### config.mk
export PLATFORM = sky130hd
export DESIGN_NAME = fsst_tx
export DESIGN_NICKNAME = d
export VERILOG_FILES = /design/src/rtl/fsst_pkg.sv /design/src/rtl/fsst_start_det.sv /design/src/rtl/fsst_hold.sv /design/src/rtl/fsst_shifter.sv /design/src/rtl/fsst_tx.sv
export SDC_FILE = /design/constraint.sdc
export NUM_CORES = 1
export LEC_CHECK = 0
export ABC_CLOCK_PERIOD_IN_PS = 2770
export BUFFER_PORTS_ARGS = -buffer_cell sky130_fd_sc_hd__buf_4
export CAP_MARGIN = 25
export CELL_PAD_IN_SITES_DETAIL_PLACEMENT = 1
export CELL_PAD_IN_SITES_GLOBAL_PLACEMENT = 1
export CORE_MARGIN = 2
export CORE_UTILIZATION = 37
export CTS_CLUSTER_SIZE = 14
export DETAILED_ROUTE_END_ITERATION = 8
export GPL_ROUTABILITY_DRIVEN = 0
export HOLD_SLACK_MARGIN = 0.08
export MAX_ROUTING_LAYER = met4
export PLACE_DENSITY_LB_ADDON = 0.1
export SYNTH_ARGS = -nofsm -noshare
export SYNTH_HDL_FRONTEND = slang
export SYNTH_SLANG_ARGS = --single-unit
### constraint.sdc
create_clock -name clk -period 2.77 [get_ports clk]
set_clock_uncertainty 0.1 [all_clocks]
set_input_delay 0 -clock clk [delete_from_list [all_inputs] [get_ports clk]]
set_output_delay 0 -clock clk [all_outputs]
set_load 0.03 [all_outputs]
### src/rtl/fsst_pkg.sv
package fsst_pkg;
   typedef enum logic [1:0] {
      ST_IDLE  = 2'd0,
      ST_DELAY = 2'd1,
      ST_SYNC  = 2'd2,
      ST_DATA  = 2'd3
   } fsst_state_t;

   typedef enum logic [1:0] {
      SRC_HOLD = 2'd0,
      SRC_RISE = 2'd1,
      SRC_FALL = 2'd2,
      SRC_EDGE = 2'd3
   } fsst_src_t;
endpackage

### src/rtl/fsst_start_det.sv
module fsst_start_det
   import fsst_pkg::*;
(
   input  logic       clk,
   input  logic       rst_n,
   input  logic [1:0] sel,
   input  logic       frm_in,
   input  logic       hold_full,
   output logic       evt_o
);
   logic frm_q;

   always_ff @(posedge clk or negedge rst_n) begin
      if (!rst_n) frm_q <= 1'b0;
      else        frm_q <= frm_in;
   end

   always_comb begin
      unique case (fsst_src_t'(sel))
         SRC_HOLD: evt_o = hold_full;
         SRC_RISE: evt_o = frm_in & ~frm_q;
         SRC_FALL: evt_o = ~frm_in & frm_q;
         SRC_EDGE: evt_o = frm_in ^ frm_q;
      endcase
   end
endmodule

### src/rtl/fsst_hold.sv
module fsst_hold #(
   parameter int DW = 32
) (
   input  logic          clk,
   input  logic          rst_n,
   input  logic          wr_en,
   input  logic [DW-1:0] wr_data,
   input  logic          take_i,
   output logic [DW-1:0] data_o,
   output logic          full_o
);
   logic [DW-1:0] data_q;
   logic          full_q;

   always_ff @(posedge clk or negedge rst_n) begin
      if (!rst_n) begin
         data_q <= '0;
         full_q <= 1'b0;
      end else begin
         if (wr_en) data_q <= wr_data;
         if (wr_en)       full_q <= 1'b1;
         else if (take_i) full_q <= 1'b0;
      end
   end

   assign data_o = data_q;
   assign full_o = full_q;

   assert_take_full_R8: assert property (@(posedge clk) disable iff (!rst_n)
      take_i |-> full_q);
   assert_write_fills_R8: assert property (@(posedge clk) disable iff (!rst_n)
      wr_en |=> full_q);
endmodule

### src/rtl/fsst_shifter.sv
module fsst_shifter #(
   parameter int DW      = 32,
   parameter bit OUT_REG = 1'b0,
   localparam int LW     = $clog2(DW)
) (
   input  logic          clk,
   input  logic          rst_n,
   input  logic          abort,
   input  logic          load,
   input  logic [DW-1:0] ld_word,
   input  logic [LW-1:0] ld_lenm1,
   input  logic          msb_first,
   input  logic          idle_lvl,
   output logic          bit_o,
   output logic          busy_o,
   output logic          last_o
);
   logic [DW-1:0] sreg_q;
   logic [LW-1:0] blen_q;
   logic [LW-1:0] bcnt_q;
   logic          msb_q;
   logic          busy_q;
   logic          last;
   logic          raw_bit;

   assign last = busy_q && (bcnt_q == blen_q);

   always_ff @(posedge clk or negedge rst_n) begin
      if (!rst_n) begin
         sreg_q <= '0;
         blen_q <= '0;
         bcnt_q <= '0;
         msb_q  <= 1'b0;
         busy_q <= 1'b0;
      end else if (abort) begin
         busy_q <= 1'b0;
      end else if (load) begin
         sreg_q <= ld_word;
         blen_q <= ld_lenm1;
         bcnt_q <= '0;
         msb_q  <= msb_first;
         busy_q <= 1'b1;
      end else if (busy_q) begin
         if (last) begin
            busy_q <= 1'b0;
         end else begin
            bcnt_q <= bcnt_q + 1'b1;
            sreg_q <= msb_q ? (sreg_q << 1) : (sreg_q >> 1);
         end
      end
   end

   always_comb begin
      if (!busy_q)    raw_bit = idle_lvl;
      else if (msb_q) raw_bit = sreg_q[blen_q];
      else            raw_bit = sreg_q[0];
   end

   generate
      if (OUT_REG) begin : g_out_reg
         logic out_q;
         always_ff @(posedge clk or negedge rst_n) begin
            if (!rst_n) out_q <= 1'b0;
            else        out_q <= raw_bit;
         end
         assign bit_o = out_q;
      end else begin : g_out_comb
         assign bit_o = raw_bit;
      end
   endgenerate

   assign busy_o = busy_q;
   assign last_o = last;

   assert_bitcnt_R5: assert property (@(posedge clk) disable iff (!rst_n)
      busy_q |-> (bcnt_q <= blen_q));
   assert_abort_clears_R10: assert property (@(posedge clk) disable iff (!rst_n)
      abort |=> !busy_q);
endmodule

### src/rtl/fsst_tx.sv
module fsst_tx
   import fsst_pkg::*;
#(
   parameter int DW        = 32,
   parameter int MAX_WORDS = 16,
   parameter int DLY_W     = 8,
   parameter int SYNC_W    = 16,
   parameter bit OUT_REG   = 1'b0,
   localparam int LW       = $clog2(DW),
   localparam int WW       = $clog2(MAX_WORDS),
   localparam int SLW      = $clog2(SYNC_W)
) (
   input  logic              clk,
   input  logic              rst_n,
   input  logic              tx_en,
   input  logic [1:0]        start_sel,
   input  logic              frm_in,
   input  logic [DLY_W-1:0]  start_dly,
   input  logic              sync_en,
   input  logic [SLW-1:0]    sync_lenm1,
   input  logic [SYNC_W-1:0] sync_pat,
   input  logic [LW-1:0]     data_lenm1,
   input  logic [WW-1:0]     word_cntm1,
   input  logic              idle_lvl,
   input  logic              msb_first,
   input  logic              wr_en,
   input  logic [DW-1:0]     wr_data,
   output logic              tx_out,
   output logic              tx_ready,
   output logic              tx_empty
);
   initial begin
      assert_param_dw: assert (DW >= 2 && (1 << LW) == DW)
         else $error("DW must be a power of two of at least 2");
      assert_param_sync: assert (SYNC_W >= 2 && SYNC_W <= DW && (1 << SLW) == SYNC_W)
         else $error("SYNC_W must be a power of two no wider than DW");
      assert_param_words: assert (MAX_WORDS >= 2 && (1 << WW) == MAX_WORDS)
         else $error("MAX_WORDS must be a power of two of at least 2");
      assert_param_dly: assert (DLY_W >= 1)
         else $error("DLY_W must be at least 1");
   end

   fsst_state_t      st_q, st_d;
   logic [DLY_W-1:0] dcnt_q, dcnt_d;
   logic [WW-1:0]    wdone_q, wdone_d;

   logic          start_evt;
   logic [DW-1:0] hold_data;
   logic          hold_full;
   logic          take;
   logic          sh_load;
   logic [DW-1:0] sh_word;
   logic [LW-1:0] sh_lenm1;
   logic          sh_bit, sh_busy, sh_last;
   logic          launch, want_word, first_word;

   fsst_start_det u_start (
      .clk       (clk),
      .rst_n     (rst_n),
      .sel       (start_sel),
      .frm_in    (frm_in),
      .hold_full (hold_full),
      .evt_o     (start_evt)
   );

   fsst_hold #(.DW(DW)) u_hold (
      .clk     (clk),
      .rst_n   (rst_n),
      .wr_en   (wr_en),
      .wr_data (wr_data),
      .take_i  (take),
      .data_o  (hold_data),
      .full_o  (hold_full)
   );

   fsst_shifter #(.DW(DW), .OUT_REG(OUT_REG)) u_shift (
      .clk       (clk),
      .rst_n     (rst_n),
      .abort     (!tx_en),
      .load      (sh_load),
      .ld_word   (sh_word),
      .ld_lenm1  (sh_lenm1),
      .msb_first (msb_first),
      .idle_lvl  (idle_lvl),
      .bit_o     (sh_bit),
      .busy_o    (sh_busy),
      .last_o    (sh_last)
   );

   always_comb begin
      st_d       = st_q;
      dcnt_d     = dcnt_q;
      wdone_d    = wdone_q;
      sh_load    = 1'b0;
      sh_word    = hold_data;
      sh_lenm1   = data_lenm1;
      take       = 1'b0;
      launch     = 1'b0;
      want_word  = 1'b0;
      first_word = 1'b0;

      unique case (st_q)
         ST_IDLE: begin
            if (start_evt) begin
               if (start_dly == '0) begin
                  launch = 1'b1;
               end else begin
                  st_d   = ST_DELAY;
                  dcnt_d = '0;
               end
            end
         end
         ST_DELAY: begin
            if ((dcnt_q + 1'b1) >= start_dly) launch = 1'b1;
            else                              dcnt_d = dcnt_q + 1'b1;
         end
         ST_SYNC: begin
            if (sh_last) begin
               want_word  = 1'b1;
               first_word = 1'b1;
            end
         end
         ST_DATA: begin
            if (sh_last) begin
               if (wdone_q == word_cntm1) st_d = ST_IDLE;
               else                       want_word = 1'b1;
            end
         end
      endcase

      if (launch) begin
         if (sync_en) begin
            sh_load  = 1'b1;
            sh_word  = DW'(sync_pat);
            sh_lenm1 = LW'(sync_lenm1);
            st_d     = ST_SYNC;
         end else begin
            want_word  = 1'b1;
            first_word = 1'b1;
         end
      end

      if (want_word) begin
         if (hold_full) begin
            sh_load = 1'b1;
            take    = 1'b1;
            st_d    = ST_DATA;
            wdone_d = first_word ? '0 : wdone_q + 1'b1;
         end else begin
            st_d = ST_IDLE;
         end
      end

      if (!tx_en) begin
         st_d    = ST_IDLE;
         sh_load = 1'b0;
         take    = 1'b0;
      end
   end

   always_ff @(posedge clk or negedge rst_n) begin
      if (!rst_n) begin
         st_q    <= ST_IDLE;
         dcnt_q  <= '0;
         wdone_q <= '0;
      end else begin
         st_q    <= st_d;
         dcnt_q  <= dcnt_d;
         wdone_q <= wdone_d;
      end
   end

   assign tx_out   = sh_bit;
   assign tx_ready = ~hold_full;
   assign tx_empty = ~hold_full & ~sh_busy;

   generate
      if (OUT_REG == 1'b0) begin : g_idle_chk
         assert_idle_out_R11: assert property (@(posedge clk) disable iff (!rst_n)
            (st_q == ST_IDLE || st_q == ST_DELAY) |-> (tx_out == idle_lvl));
      end
   endgenerate

   assert_disable_R10: assert property (@(posedge clk) disable iff (!rst_n)
      !tx_en |=> (st_q == ST_IDLE && !sh_busy));
   assert_empty_ready_R9: assert property (@(posedge clk) disable iff (!rst_n)
      tx_empty |-> tx_ready);
   assert_ready_rise_R8: assert property (@(posedge clk) disable iff (!rst_n)
      $rose(tx_ready) |-> $past(take));
   assert_delay_quiet_R3: assert property (@(posedge clk) disable iff (!rst_n)
      (st_q == ST_DELAY) |-> !sh_busy);
endmodule

Word level (Yosys, flattened, before mapping)
Index checks and enable logic that the tools add are counted.
Word-level totals
  logic and storage cells: 105
  output and inout bits: 3
  input port bits: 79
  register bits: 92
Cells by class
  equality and inequality tests: 12
  multiplexer cells: 58
  bitwise gates (word level): 8
  order comparisons: 2
  add/sub/neg operators: 3
  reductions and logical operators: 11
Operators by type and width (count)
  $mux W32: 6
  $mux W1: 28
  $mux W5: 5
  $mux W8: 3
  $mux W2: 9
  $pmux W8 S2: 1
  $add A8 B1 Y8 const B: 1
  $eq A2 B2 Y1 const B: 4
  $ge A8 B8 Y1: 1
  $logic_not A8 Y1: 1
  $ne A2 B2 Y1 const B: 4
  $lt A5 B6 Y1 const B: 1
  $reduce_bool A2 Y1: 3
  $add A5 B1 Y5 const B: 1
  $bmux W1 S5: 1
  $eq A5 B5 Y1: 1
  $add A4 B1 Y4 const B: 1
  $eq A2 B1 Y1 const B: 2
  $eq A4 B4 Y1: 1
  $logic_not A2 Y1: 2
  $mux W4: 1
  $not A1 Y1: 4
  $pmux W1 S2: 2
  $pmux W1 S4: 1
  other kinds (7): 10

Logic depth before layout (Yosys ltp)
Gate-level depths: netlist of the first run.
  depth in word-level cells: 11
  mapped depth: 11
  mapped depth without buffers: 10

Cells and area by module
Synthesis of the first run repeated with hierarchy kept, for this count alone.
Second synthesis, totals
  cell total of the unflattened synthesis: 536
  area, all modules: 6010.8 sq um
By module, submodules not included
  fsst_shifter: area an instance 2947.8 sq um, cells an instance 273, seq. area each 1101.1 sq um, times used 1
  fsst_tx: area an instance 1601.5 sq um, cells an instance 185, seq. area each 350.3 sq um, times used 1
  fsst_hold: area an instance 1377.6 sq um, cells an instance 71, seq. area each 825.8 sq um, times used 1
  fsst_start_det: area an instance 83.8 sq um, cells an instance 7, seq. area each 25.0 sq um, times used 1

Worst setup path before layout of the first run
No wires, ideal clock.
  kind: reg2reg
  from: register dcnt_q[0]
  to: register u_shift.msb_q
  data arrival time: 2.640 ns
  setup time: 0.125 ns
  stages on the path, launching flop included: 11
  clock period less this slack: 2.865 ns
  path buffers: 0
  required time: 2.545 ns
  slack: -0.095 ns
  cells stage by stage: dfrtp_1 -> ha_1 -> nand3_1 -> nor3_1 -> xnor2_1 -> ha_1 -> nand3_1 -> o31ai_1 -> a21oi_2 -> a211oi_4 -> mux2_2
Between the ends
  word-level cells in the longest chain between the ends: 9
  elaborated cells on any way between the ends: 10
  those cells by class: add/sub: 1; order compare: 1; mux: 7; reduce/logical: 1
RTL lines
  start: declaration: line fsst_tx.sv:44  | logic [DLY_W-1:0] dcnt_q, dcnt_d;
  start signal: assignment: line fsst_tx.sv:168  | dcnt_q <= dcnt_d;
  $add A8 B1 Y8 *: line fsst_tx.sv:114  | if ((dcnt_q + 1'b1) >= start_dly) launch = 1'b1;
  $ge A8 B8 Y1 *: line fsst_tx.sv:114
  $mux W1 *: line fsst_tx.sv:114
  $pmux W1 S2 *: line fsst_tx.sv:102  | unique case (st_q)
  $mux W1: line fsst_tx.sv:131  | if (launch) begin
  $mux W1: line fsst_tx.sv:144  | if (hold_full) begin
  $mux W1 *: line fsst_tx.sv:143  | if (want_word) begin
  $mux W1 *: line fsst_tx.sv:154  | if (!tx_en) begin
  $reduce_and A2 Y1 (no source line) *
  end signal: assignment: line fsst_shifter.sv:41  | msb_q <= msb_first;
  end: declaration: line fsst_shifter.sv:21  | logic msb_q;
Every way passes the cells marked *; elsewhere a longest branch is shown, timed or not.
A chain may end at the register's enable or synchronous reset.

Worst setup path in the final report of the first run
Ends and elaborated chain as after synthesis.

==> results.cfg, run 1 <==
[sta]
setup_total_negative_slack_ns = -1.907
post-route-worst-setup-slack_ns = -0.1036
whs_ns = 0.07959
slew_headroom_pct = 58.17
final_period_minus_worst_setup_slack_ns = 2.874
max_clock_freq_mhz = 348.0
report.final.setup_viol = 37
fin_crit_sh_pct = 103.7
grt_setup_unrepaired = yes
timing.final.max_slew_violations = 0
final_hold_viol_count = 0
worst_pin_slew_ns = 0.6274

[logic_synthesis]
yosys.area_share.simple_pct = 11.46
syn_inst_count = 553
netlist-cell-type-count = 59
synth.yosys.seq_area_share_pct = 41.59
postSynth.topFlopCell = sky130_fd_sc_hd__dfrtp_1
mappedNetlistNets = 649
largest_family_of_logic_cells_by_synthesized_area = compound AO/OA/AOI/OAI gates
synth_compound_gate_area_share_pct = 19.01
ys_ff_latch = 92
yosys.area_share.adder_pct = 3.843
synth_async_sr_flop_share_pct = 100.0
post_synth.cell_area_avg_um2 = 10.01
synth_mux_area_share_pct = 15.21
post_synth_xor_area_fraction_pct = 2.848
synth-edff-count = 0
post_synth_instance_area_um2 = 5535
number_of_synthesis_warnings = 0

[clock_tree]
clock_tree.root_cell = sky130_fd_sc_hd__clkbuf_16
cts.sinks = 92
cts-buffers-inserted = 9
insertion_delay_ns = 0.35
path_clk_slew_ns = 0.07
clock_path_buffers = 2
cts_tree = yes
cts_htree_levels = 3

[min_path]
hold_class = in2reg
hold_path.startpoint = wr_en
hold_end = u_hold.data_o[19]$_DFFE_PN0P_
worst_hold_path.num_cells = 3

[layout]
n_antenna_cell = 0
stdcell_count = 937
fillCellCount = 1550
area_delta_synth_final_pct = 50.54
layout.nets = 845
final_layout_size_suffix_gt1_share_pct = 33.60
post-route-util_pct = 57.12

[drt]
wl_um = 17280
antenna_violating_nets_post_route = 0
detailedRoute.firstPassIterationCount = 4
routed_via_density = 5.331
routedWlPerCell_um = 18.45
via_count = 4995
drcViolationCount = 0
drt_iter0_markers = 255

[power_and_ir_drop]
net-switching-power_uw = 1514
power.density_nw_per_um2 = 581.8
power_frac_clock_pct = 27.2
static_leakage_power_uw = 0.003580
p_comb_share_pct = 34.1
power.share.switching_pct = 31.22
ir_drop_uv = 310.4
seq_power_share_pct = 38.6
power.internal_uw = 3334

[placement]
placement.io_buffers = 81
post-place-cells = 824
post-dp-hpwl_um = 10800
post-place-ws_ns = -0.3057

[critical_path]
slowest_stage = sky130_fd_sc_hd__dfrtp_2
critical_path_buf_inv_count = 6
timing.critical_path.fanout_max = 4
reg_to_reg_end = u_shift.msb_q$_DFFE_PN0P_
timing.reg2reg.setup_slack_ns = -0.10
regToRegStartpoint = dcnt_q[0]$_DFFE_PN0P_
critical-path-top-delay-family = buffers and inverters
criticalPathCategory = reg2reg
timing.critical_path.cells = buf_6 > buf_4 > ha_4 > nand2b_4 > a2111oi_4 > buf_4 > buf_4 > o31ai_4 > a21oi_4 > buf_6 > a211oi_4 > buf_4 > mux2_4
worstSetupStartpointType = flop
end_kind = flop
timing.critical_path.mode_cell = sky130_fd_sc_hd__buf_4
critPathRequiredTime_ns = 2.90
worstRegToRegCells = 13
crit_path_max_incr_delay_ns = 0.44
worst_ep_arrival_time_ns = 3.01

[job]
max_cap_viol_count = 0

[global_route]
grt_pass1_wl_um = 28280
first_global_vias = 5561
grt-ovfl-total = 0
global_route.usage.total_pct = 22.72
grt_antenna_before_repair = 0
grt_max_degree = 49

[die]
design.portCount = 82
initial_utilization_pct = 37.94
dieHeight_um = 126.3
core.rowCount = 44
core_area_um2 = 14590
chipWidth_um = 126.3
design.die.area_um2 = 15950

[run_status]
failed_checks = setup timing
status = finished, violations left
-- logic make-up after synthesis --
logic type | count (synthesis)
compound gates | 131
xor+xnor | 18
fa+ha+maj | 17
flops | 92
simple gates | 145
buf+inv | 82
mux | 68
-- repair_timing --
| action | 4_1_cts | 5_1_grt |
|---|---|---|
| cloned | 5 | 1 |
| hold buffers | 79 | 0 |
| buffers inserted | 11 | 4 |
| hold endpoints to repair | 127 | 0 |
| pin swaps | 10 | 22 |
| resized for setup | 34 | 44 |
| setup endpoints to repair | 53 | 58 |
-- placed cells by master (no fill, tap or decap), types with 3 or more instances in the layout --
master	instances
sky130_fd_sc_hd__buf_16	3
sky130_fd_sc_hd__a221oi_2	18
sky130_fd_sc_hd__and3_1	3
sky130_fd_sc_hd__inv_1	48
sky130_fd_sc_hd__xnor2_2	3
sky130_fd_sc_hd__mux4_2	11
sky130_fd_sc_hd__nand3_1	6
sky130_fd_sc_hd__mux2_2	17
sky130_fd_sc_hd__nor2_1	47
sky130_fd_sc_hd__buf_12	6
sky130_fd_sc_hd__ha_1	13
sky130_fd_sc_hd__dlygate4sd3_1	79
sky130_fd_sc_hd__dfrtp_2	3
sky130_fd_sc_hd__xor2_1	11
sky130_fd_sc_hd__buf_6	11
sky130_fd_sc_hd__mux2i_1	38
sky130_fd_sc_hd__o32ai_1	9
sky130_fd_sc_hd__a21oi_4	3
sky130_fd_sc_hd__o21ai_0	51
sky130_fd_sc_hd__buf_4	117
sky130_fd_sc_hd__nand4_1	3
sky130_fd_sc_hd__o32ai_2	6
sky130_fd_sc_hd__nand3_4	3
sky130_fd_sc_hd__o21ai_1	3
sky130_fd_sc_hd__nand2_1	62
sky130_fd_sc_hd__clkbuf_16	10
sky130_fd_sc_hd__o31ai_1	3
sky130_fd_sc_hd__xnor2_1	3
sky130_fd_sc_hd__dfrtp_1	89
-- worst min-delay path: cells and delay by family --
kind                   cells  cell delay [ns]
AOI/OAI and AO/OA          1             0.07
buffers and inverters      1             0.28
and+or+nand+nor            1             0.12
-- synth_stat cells (3+ instances only) --
library cell / count / share of area, %
sky130_fd_sc_hd__dfrtp_1: 92 / 42
sky130_fd_sc_hd__o21ai_0: 55 / 5.0
sky130_fd_sc_hd__buf_4: 3 / 0.41
sky130_fd_sc_hd__a221oi_2: 19 / 5.2
sky130_fd_sc_hd__a21oi_1: 4 / 0.36
sky130_fd_sc_hd__inv_1: 49 / 3.3
sky130_fd_sc_hd__and3_1: 4 / 0.45
sky130_fd_sc_hd__mux2_2: 19 / 3.9
sky130_fd_sc_hd__buf_2: 6 / 0.54
sky130_fd_sc_hd__nand4_1: 3 / 0.34
sky130_fd_sc_hd__or4_1: 3 / 0.41
sky130_fd_sc_hd__clkbuf_1: 21 / 1.4
sky130_fd_sc_hd__mux2i_1: 38 / 6.9
sky130_fd_sc_hd__o2111ai_1: 4 / 0.63
sky130_fd_sc_hd__nand2_1: 64 / 4.3
sky130_fd_sc_hd__o31ai_1: 4 / 0.54
sky130_fd_sc_hd__ha_1: 17 / 3.8
sky130_fd_sc_hd__mux4_2: 11 / 4.5
sky130_fd_sc_hd__xor2_1: 12 / 1.9
sky130_fd_sc_hd__a21o_1: 3 / 0.41
sky130_fd_sc_hd__xnor2_1: 6 / 0.95
sky130_fd_sc_hd__nand3_1: 10 / 0.90
sky130_fd_sc_hd__nor2_1: 48 / 3.3
sky130_fd_sc_hd__o32ai_1: 15 / 2.4
-- through the flow --
step                area [µm²]  total power [µW]
floorplan                 5552              2746
global placement          6614              3194
detailed placement        6614              3244
CTS                       8066              4766
global route              8333              5112
finish                    8333              4848
-- registers in the layout, indices dropped and copies added (netlist names) --
register,cells
u_shift.blen_q,5
u_hold.data_o,32
u_start.frm_q,1
u_hold.full_o,1
u_shift.sreg_q,32
u_shift.busy_o,1
u_shift.bcnt_q,5
dcnt_q,8
u_shift.msb_q,1
st_q,2
wdone_q,4
-- worst max path at each step --
stage | to | start | cells after the start
global placement | u_shift.sreg_q[17]$_DFFE_PN0P_ | dcnt_q[0]$_DFFE_PN0P_ | 10
detailed placement | u_shift.sreg_q[18]$_DFFE_PN0P_ | dcnt_q[0]$_DFFE_PN0P_ | 10
global route | wdone_q[2]$_DFFE_PN0N_ | dcnt_q[0]$_DFFE_PN0P_ | 11
finish | u_shift.msb_q$_DFFE_PN0P_ | dcnt_q[0]$_DFFE_PN0P_ | 13
floorplan | u_shift.msb_q$_DFFE_PN0P_ | dcnt_q[0]$_DFFE_PN0P_ | 10
CTS | wdone_q[2]$_DFFE_PN0N_ | dcnt_q[1]$_DFFE_PN0P_ | 11
-- power by group through the flow --
| stage | Clock (µW) | Combinational (µW) | Sequential (µW) |
|---|---|---|---|
| floorplan | 0 | 956 | 1790 |
| global placement | 0 | 1330 | 1870 |
| detailed placement | 0 | 1370 | 1880 |
| CTS | 1350 | 1560 | 1860 |
| global route | 1400 | 1800 | 1910 |
| finish | 1320 | 1660 | 1870 |
-- cell type report --
class | count | area (µm²) | area share, %
Multi-Input combinational cell | 379 | 3267 | 39.20
Sequential cell | 92 | 2306 | 27.67
Timing Repair Buffer | 218 | 2036 | 24.43
Tap cell | 184 | 230.2 | 2.763
Clock buffer | 10 | 229.0 | 2.748
Inverter | 49 | 187.7 | 2.252
Clock inverter | 5 | 77.57 | 0.9309
-- layer usage --
metal	GRT usage [%]	up-vias	wire length [µm]
met3	2.826	17	414
met4	6.399	0	246
li1	-	2385	-
met2	38.61	82	8760
met5	-	-	0
met1	28.71	2511	7861
Note: power is estimated with default switching activity, not from simulation.
==> run 2: changes to the inputs <==
==> constraint.sdc (replaced) <==
create_clock -name clk -period 2.77 [get_ports clk]
set_clock_uncertainty 0.1 [all_clocks]
set_input_delay 0.1385 -clock clk [delete_from_list [all_inputs] [get_ports clk]]
set_output_delay 0.1385 -clock clk [all_outputs]
set_load 0.03 [all_outputs]
==> results.cfg, run 2 (synthesis gave the netlist of run 1 again) <==
[run_status]
status = finished, violations left
failed_checks = setup timing

[clock_tree]
insertion_delay_ns = 0.36
clock_tree.root_cell = sky130_fd_sc_hd__clkbuf_16
path_clk_slew_ns = 0.06
cts.sinks = 92
cts_tree = yes
clock_path_buffers = 2
cts_htree_levels = 3
cts-buffers-inserted = 9

[global_route]
grtUsageMet2_pct = 37.76
grt_pass1_wl_um = 27010
grt-ovfl-total = 0
grt_antenna_before_repair = 0
first_global_vias = 5419
grt_use_met3_pct = 3.627
grt_max_degree = 67
global_route.usage.met1_pct = 26.09
top_usage_layer = met2
global_route.usage.total_pct = 21.78

[placement]
placement.io_buffers = 81
post-place-cells = 822
post-place-ws_ns = -0.3192
post-dp-hpwl_um = 10720

[critical_path]
reg_to_reg_end = u_shift.blen_q[4]$_DFFE_PN0P_
worst_ep_arrival_time_ns = 3.08
timing.critical_path.fanout_max = 6
worstSetupStartpointType = flop
end_kind = flop
endpoint_of_the_most_critical_setup_path = u_shift.blen_q[4]$_DFFE_PN0P_
timing.reg2reg.setup_slack_ns = -0.17
criticalPathCategory = reg2reg
worstRegToRegCells = 12
critPathRequiredTime_ns = 2.91
setup.worst_path.start = dcnt_q[0]$_DFFE_PN0P_
regToRegStartpoint = dcnt_q[0]$_DFFE_PN0P_

[die]
design.portCount = 82
core_area_um2 = 14590
chipWidth_um = 126.3
dieHeight_um = 126.3
core.rowCount = 44
initial_utilization_pct = 37.94
design.die.area_um2 = 15950

[sta]
grt_setup_unrepaired = yes
max_clock_freq_mhz = 340.0
whs_ns = 0.08521
slew_headroom_pct = 59.36
final_hold_viol_count = 0
fin_crit_sh_pct = 106.2
report.final.setup_viol = 45
final_period_minus_worst_setup_slack_ns = 2.941
worst_pin_slew_ns = 0.6096
setup_total_negative_slack_ns = -4.856
post-route-worst-setup-slack_ns = -0.1715
timing.final.max_slew_violations = 0

[drt]
routed_via_density = 5.438
via_count = 4965
drt_iter0_markers = 197
wl_um = 17350
antenna_violating_nets_post_route = 0
drcViolationCount = 0
routedWlPerCell_um = 19.00
detailedRoute.firstPassIterationCount = 4

[layout]
final_cell_mix = sky130_fd_sc_hd__buf_4, sky130_fd_sc_hd__dfrtp_1, sky130_fd_sc_hd__dlygate4sd3_1, sky130_fd_sc_hd__nand2_1, sky130_fd_sc_hd__o21ai_0
stdcell_count = 913
area_delta_synth_final_pct = 45.73
n_antenna_cell = 0
final_layout_size_suffix_gt1_share_pct = 34.71
fillCellCount = 1565
layout.nets = 821
final_common_cell = sky130_fd_sc_hd__buf_4

[power_and_ir_drop]
static_leakage_power_uw = 0.003490
power.density_nw_per_um2 = 566.9
total_power_uw = 4573
ir_drop_uv = 314.1

[min_path]
hold_class = in2reg
hold_path.startpoint = data_lenm1[2]

[job]
max_cap_viol_count = 0
## run 2: worst min path at each step
| stage | end | cells past startpoint | slack (ns) |
|---|---|---|---|
| 2_1_floorplan | dcnt_q[0]$_DFFE_PN0P_ | 0 | -0.26 |
| 3_3_place_gp | u_hold.data_o[20]$_DFFE_PN0P_ | 1 | 0.09 |
| 3_5_place_dp | u_hold.data_o[20]$_DFFE_PN0P_ | 1 | 0.09 |
| 4_1_cts | u_shift.blen_q[2]$_DFFE_PN0P_ | 3 | 0.09 |
| 5_1_grt | u_shift.blen_q[2]$_DFFE_PN0P_ | 3 | 0.09 |
| 6_report | u_shift.blen_q[2]$_DFFE_PN0P_ | 3 | 0.09 |
## run 2: cell type report
| type | instances | area [µm²] | area share (%) |
|---|---|---|---|
| Clock buffer | 12 | 236.5 | 2.932 |
| Clock inverter | 3 | 15.01 | 0.1861 |
| Inverter | 49 | 183.9 | 2.280 |
| Multi-Input combinational cell | 379 | 3297 | 40.87 |
| Sequential cell | 92 | 2305 | 28.57 |
| Tap cell | 184 | 230.2 | 2.854 |
| Timing Repair Buffer | 194 | 1799 | 22.30 |
## run 2: critical path, stage by stage, from the launching register on
cell                      delay, ns
sky130_fd_sc_hd__dfrtp_1       0.44
sky130_fd_sc_hd__ha_4          0.18
sky130_fd_sc_hd__nand3_4       0.09
sky130_fd_sc_hd__buf_4         0.16
sky130_fd_sc_hd__xnor2_1       0.15
sky130_fd_sc_hd__ha_1          0.32
sky130_fd_sc_hd__nand3_2       0.13
sky130_fd_sc_hd__o31ai_4       0.31
sky130_fd_sc_hd__a21oi_2       0.14
sky130_fd_sc_hd__buf_4         0.15
sky130_fd_sc_hd__a21o_4        0.25
sky130_fd_sc_hd__buf_12        0.15
sky130_fd_sc_hd__a32o_1        0.25
## run 2: routing by layer
| layer | part of all wire (%) | wire, µm |
|---|---|---|
| met1 | 44 | 7662 |
| met2 | 51 | 8852 |
| met3 | 2.9 | 503 |
| met4 | 1.9 | 331 |
| met5 | 0 | 0 |
## run 2: where the power goes
group / internal, µW / leakage, µW / switching [µW]
logic: 889 / 0.00221 / 686
registers: 1600 / 0.00115 / 271
clock network: 600 / 0.000126 / 523
## run 2: per-stage QoR
stage                     utilization, %  instance area (µm²)
after floorplan                        -                 5552
after global placement             45.32                 6611
after detailed placement           45.32                 6611
after CTS                          52.46                 7654
after global routing               55.29                 8066
final                              55.29                 8066
## run 2: what timing repair did
item,in CTS,in global routing
setup endpoints to repair,56,59
gates cloned,1,4
gates resized for setup,25,52
hold endpoints to repair,102,0
pin swaps,11,19
setup buffers,5,5
hold buffers,61,0
==> run 3: changes to the inputs <==
--- a/config.mk
+++ b/config.mk
@@ -18,6 +18,7 @@
 export HOLD_SLACK_MARGIN = 0.08
 export MAX_ROUTING_LAYER = met4
 export PLACE_DENSITY_LB_ADDON = 0.1
+export SKIP_LAST_GASP = 1
 export SYNTH_ARGS = -nofsm -noshare
 export SYNTH_HDL_FRONTEND = slang
 export SYNTH_SLANG_ARGS = --single-unit
==> results.cfg, run 3 (synthesis gave the netlist of run 1 again) <==
[global_route]
grt_antenna_before_repair = 0
grt_max_degree = 67
first_global_vias = 5410
global_route.usage.total_pct = 21.73
grt_pass1_wl_um = 26920
grt-ovfl-total = 0

[layout]
n_antenna_cell = 0
finish.instance_area_um2 = 8034
area_delta_synth_final_pct = 45.14
stdcell_count = 912
layout.nets = 820
final_cell_mix = sky130_fd_sc_hd__buf_4, sky130_fd_sc_hd__dfrtp_1, sky130_fd_sc_hd__nand2_1, sky130_fd_sc_hd__dlygate4sd3_1, sky130_fd_sc_hd__o21ai_0
final_common_cell = sky130_fd_sc_hd__buf_4
final_layout_size_suffix_gt1_share_pct = 33.65

[power_and_ir_drop]
net-switching-power_uw = 1465
ir_drop_uv = 308.5
p_comb_share_pct = 34.4
power.internal_uw = 3093
power_frac_clock_pct = 24.5
total_power_uw = 4558
power.share.switching_pct = 32.14
seq_power_share_pct = 41.1
static_leakage_power_uw = 0.003463
power.density_nw_per_um2 = 567.3

[clock_tree]
clock_tree.root_cell = sky130_fd_sc_hd__clkbuf_16
cts.sinks = 92
path_clk_slew_ns = 0.07
insertion_delay_ns = 0.35
cts_htree_levels = 3
cts_tree = yes
cts-buffers-inserted = 9
clock_path_buffers = 2

[die]
chipWidth_um = 126.3
initial_utilization_pct = 37.94
core_area_um2 = 14590
dieHeight_um = 126.3
design.portCount = 82
design.die.area_um2 = 15950
core.rowCount = 44

[critical_path]
criticalPathCategory = reg2reg
critPathRequiredTime_ns = 2.91
worst_ep_arrival_time_ns = 3.07
end_kind = flop
worstSetupStartpointType = flop
timing.critical_path.fanout_max = 5

[drt]
routed_via_density = 5.390
drt_iter0_markers = 247
wl_um = 17070
drcViolationCount = 0
detailedRoute.firstPassIterationCount = 5
routedWlPerCell_um = 18.71
antenna_violating_nets_post_route = 0
via_count = 4916

[sta]
timing.final.max_slew_violations = 0
grt_setup_unrepaired = yes
final_hold_viol_count = 0
post-route-worst-setup-slack_ns = -0.1652
report.final.setup_viol = 48
fin_crit_sh_pct = 106.0
slew_headroom_pct = 59.92
max_clock_freq_mhz = 340.7
worst_pin_slew_ns = 0.6012
final_period_minus_worst_setup_slack_ns = 2.935
setup_total_negative_slack_ns = -4.877

[job]
max_cap_viol_count = 0

[placement]
post-place-cells = 822
placement.cell_area_um2 = 6611
post-dp-hpwl_um = 10720
placement.io_buffers = 81

[run_status]
status = finished, violations left
failed_checks = setup timing

[min_path]
hold_class = in2reg
==> run 3: layout make-up <==
| cell class | instances | area [µm²] |
|---|---|---|
| Fill cell | 1553 | 6555 |
| Multi-Input combinational cell | 379 | 3282 |
| Timing Repair Buffer | 193 | 1782 |
| Inverter | 49 | 183.9 |
| Clock buffer | 12 | 236.5 |
| Tap cell | 184 | 230.2 |
| Clock inverter | 3 | 15.01 |
| Sequential cell | 92 | 2305 |
==> run 3: power groups by stage <==
stage	combinational (µW)	sequential [µW]	clock [µW]
2_1_floorplan	956	1790	0
6_report	1570	1870	1120
3_3_place_gp	1330	1870	0
5_1_grt	1710	1910	1200
4_1_cts	1470	1860	1150
3_5_place_dp	1370	1880	0
==> run 3: per-layer routing <==
layer	GRT usage [%]	share of wire [%]	up-vias
met5	-	0	-
met4	7.046	1.8	0
met3	3.627	2.7	20
met2	37.51	51	88
met1	26.00	44	2477
li1	-	-	2331
==> run 3: repair_timing <==
item,4_1_cts,5_1_grt
resized for setup,23,53
endpoints found under the hold margin,102,0
endpoints found under the setup margin,56,60
setup buffers,5,4
hold buffers,61,0
cloned,1,4
pin swaps,5,21
==> run 3: metrics by stage <==
stage	hold slack [ns]	util, %	setup WS, ns
floorplan	-0.2571	-	-0.02586
global placement	0.08555	45.32	-0.1428
detailed placement	0.08717	45.32	-0.3192
CTS	0.08554	52.40	-0.07451
global route	0.08770	55.07	-0.2901
finish	0.08867	55.07	-0.1652
==> run 3: final timing paths <==
check	startpoint	end	slack, ns	depth (start not counted)
worst max-delay path	dcnt_q[0]$_DFFE_PN0P_	u_shift.msb_q$_DFFE_PN0P_	-0.17	12
worst min-delay path	data_lenm1[2]	u_shift.blen_q[2]$_DFFE_PN0P_	0.09	3
worst max register to register	dcnt_q[0]$_DFFE_PN0P_	u_shift.msb_q$_DFFE_PN0P_	-0.17	12
worst min register to register	u_hold.data_o[4]$_DFFE_PN0P_	u_hold.data_o[4]$_DFFE_PN0P_	0.41	1
max in group asynchronous	rst_n	dcnt_q[2]$_DFFE_PN0P_	1.61	3
min in group asynchronous	rst_n	u_hold.data_o[20]$_DFFE_PN0P_	0.25	2
==> run 3: critical path, cell delays in order (launching register included) <==
cell                       delay (ns)
sky130_fd_sc_hd__dfrtp_1         0.43
sky130_fd_sc_hd__ha_4            0.18
sky130_fd_sc_hd__nand3_4         0.10
sky130_fd_sc_hd__nor3_4          0.19
sky130_fd_sc_hd__xnor2_2         0.12
sky130_fd_sc_hd__ha_4            0.30
sky130_fd_sc_hd__nand3_2         0.13
sky130_fd_sc_hd__o31ai_4         0.32
sky130_fd_sc_hd__a21oi_2         0.12
sky130_fd_sc_hd__buf_6           0.15
sky130_fd_sc_hd__a211oi_4        0.23
sky130_fd_sc_hd__buf_6           0.17
sky130_fd_sc_hd__mux2_4          0.30
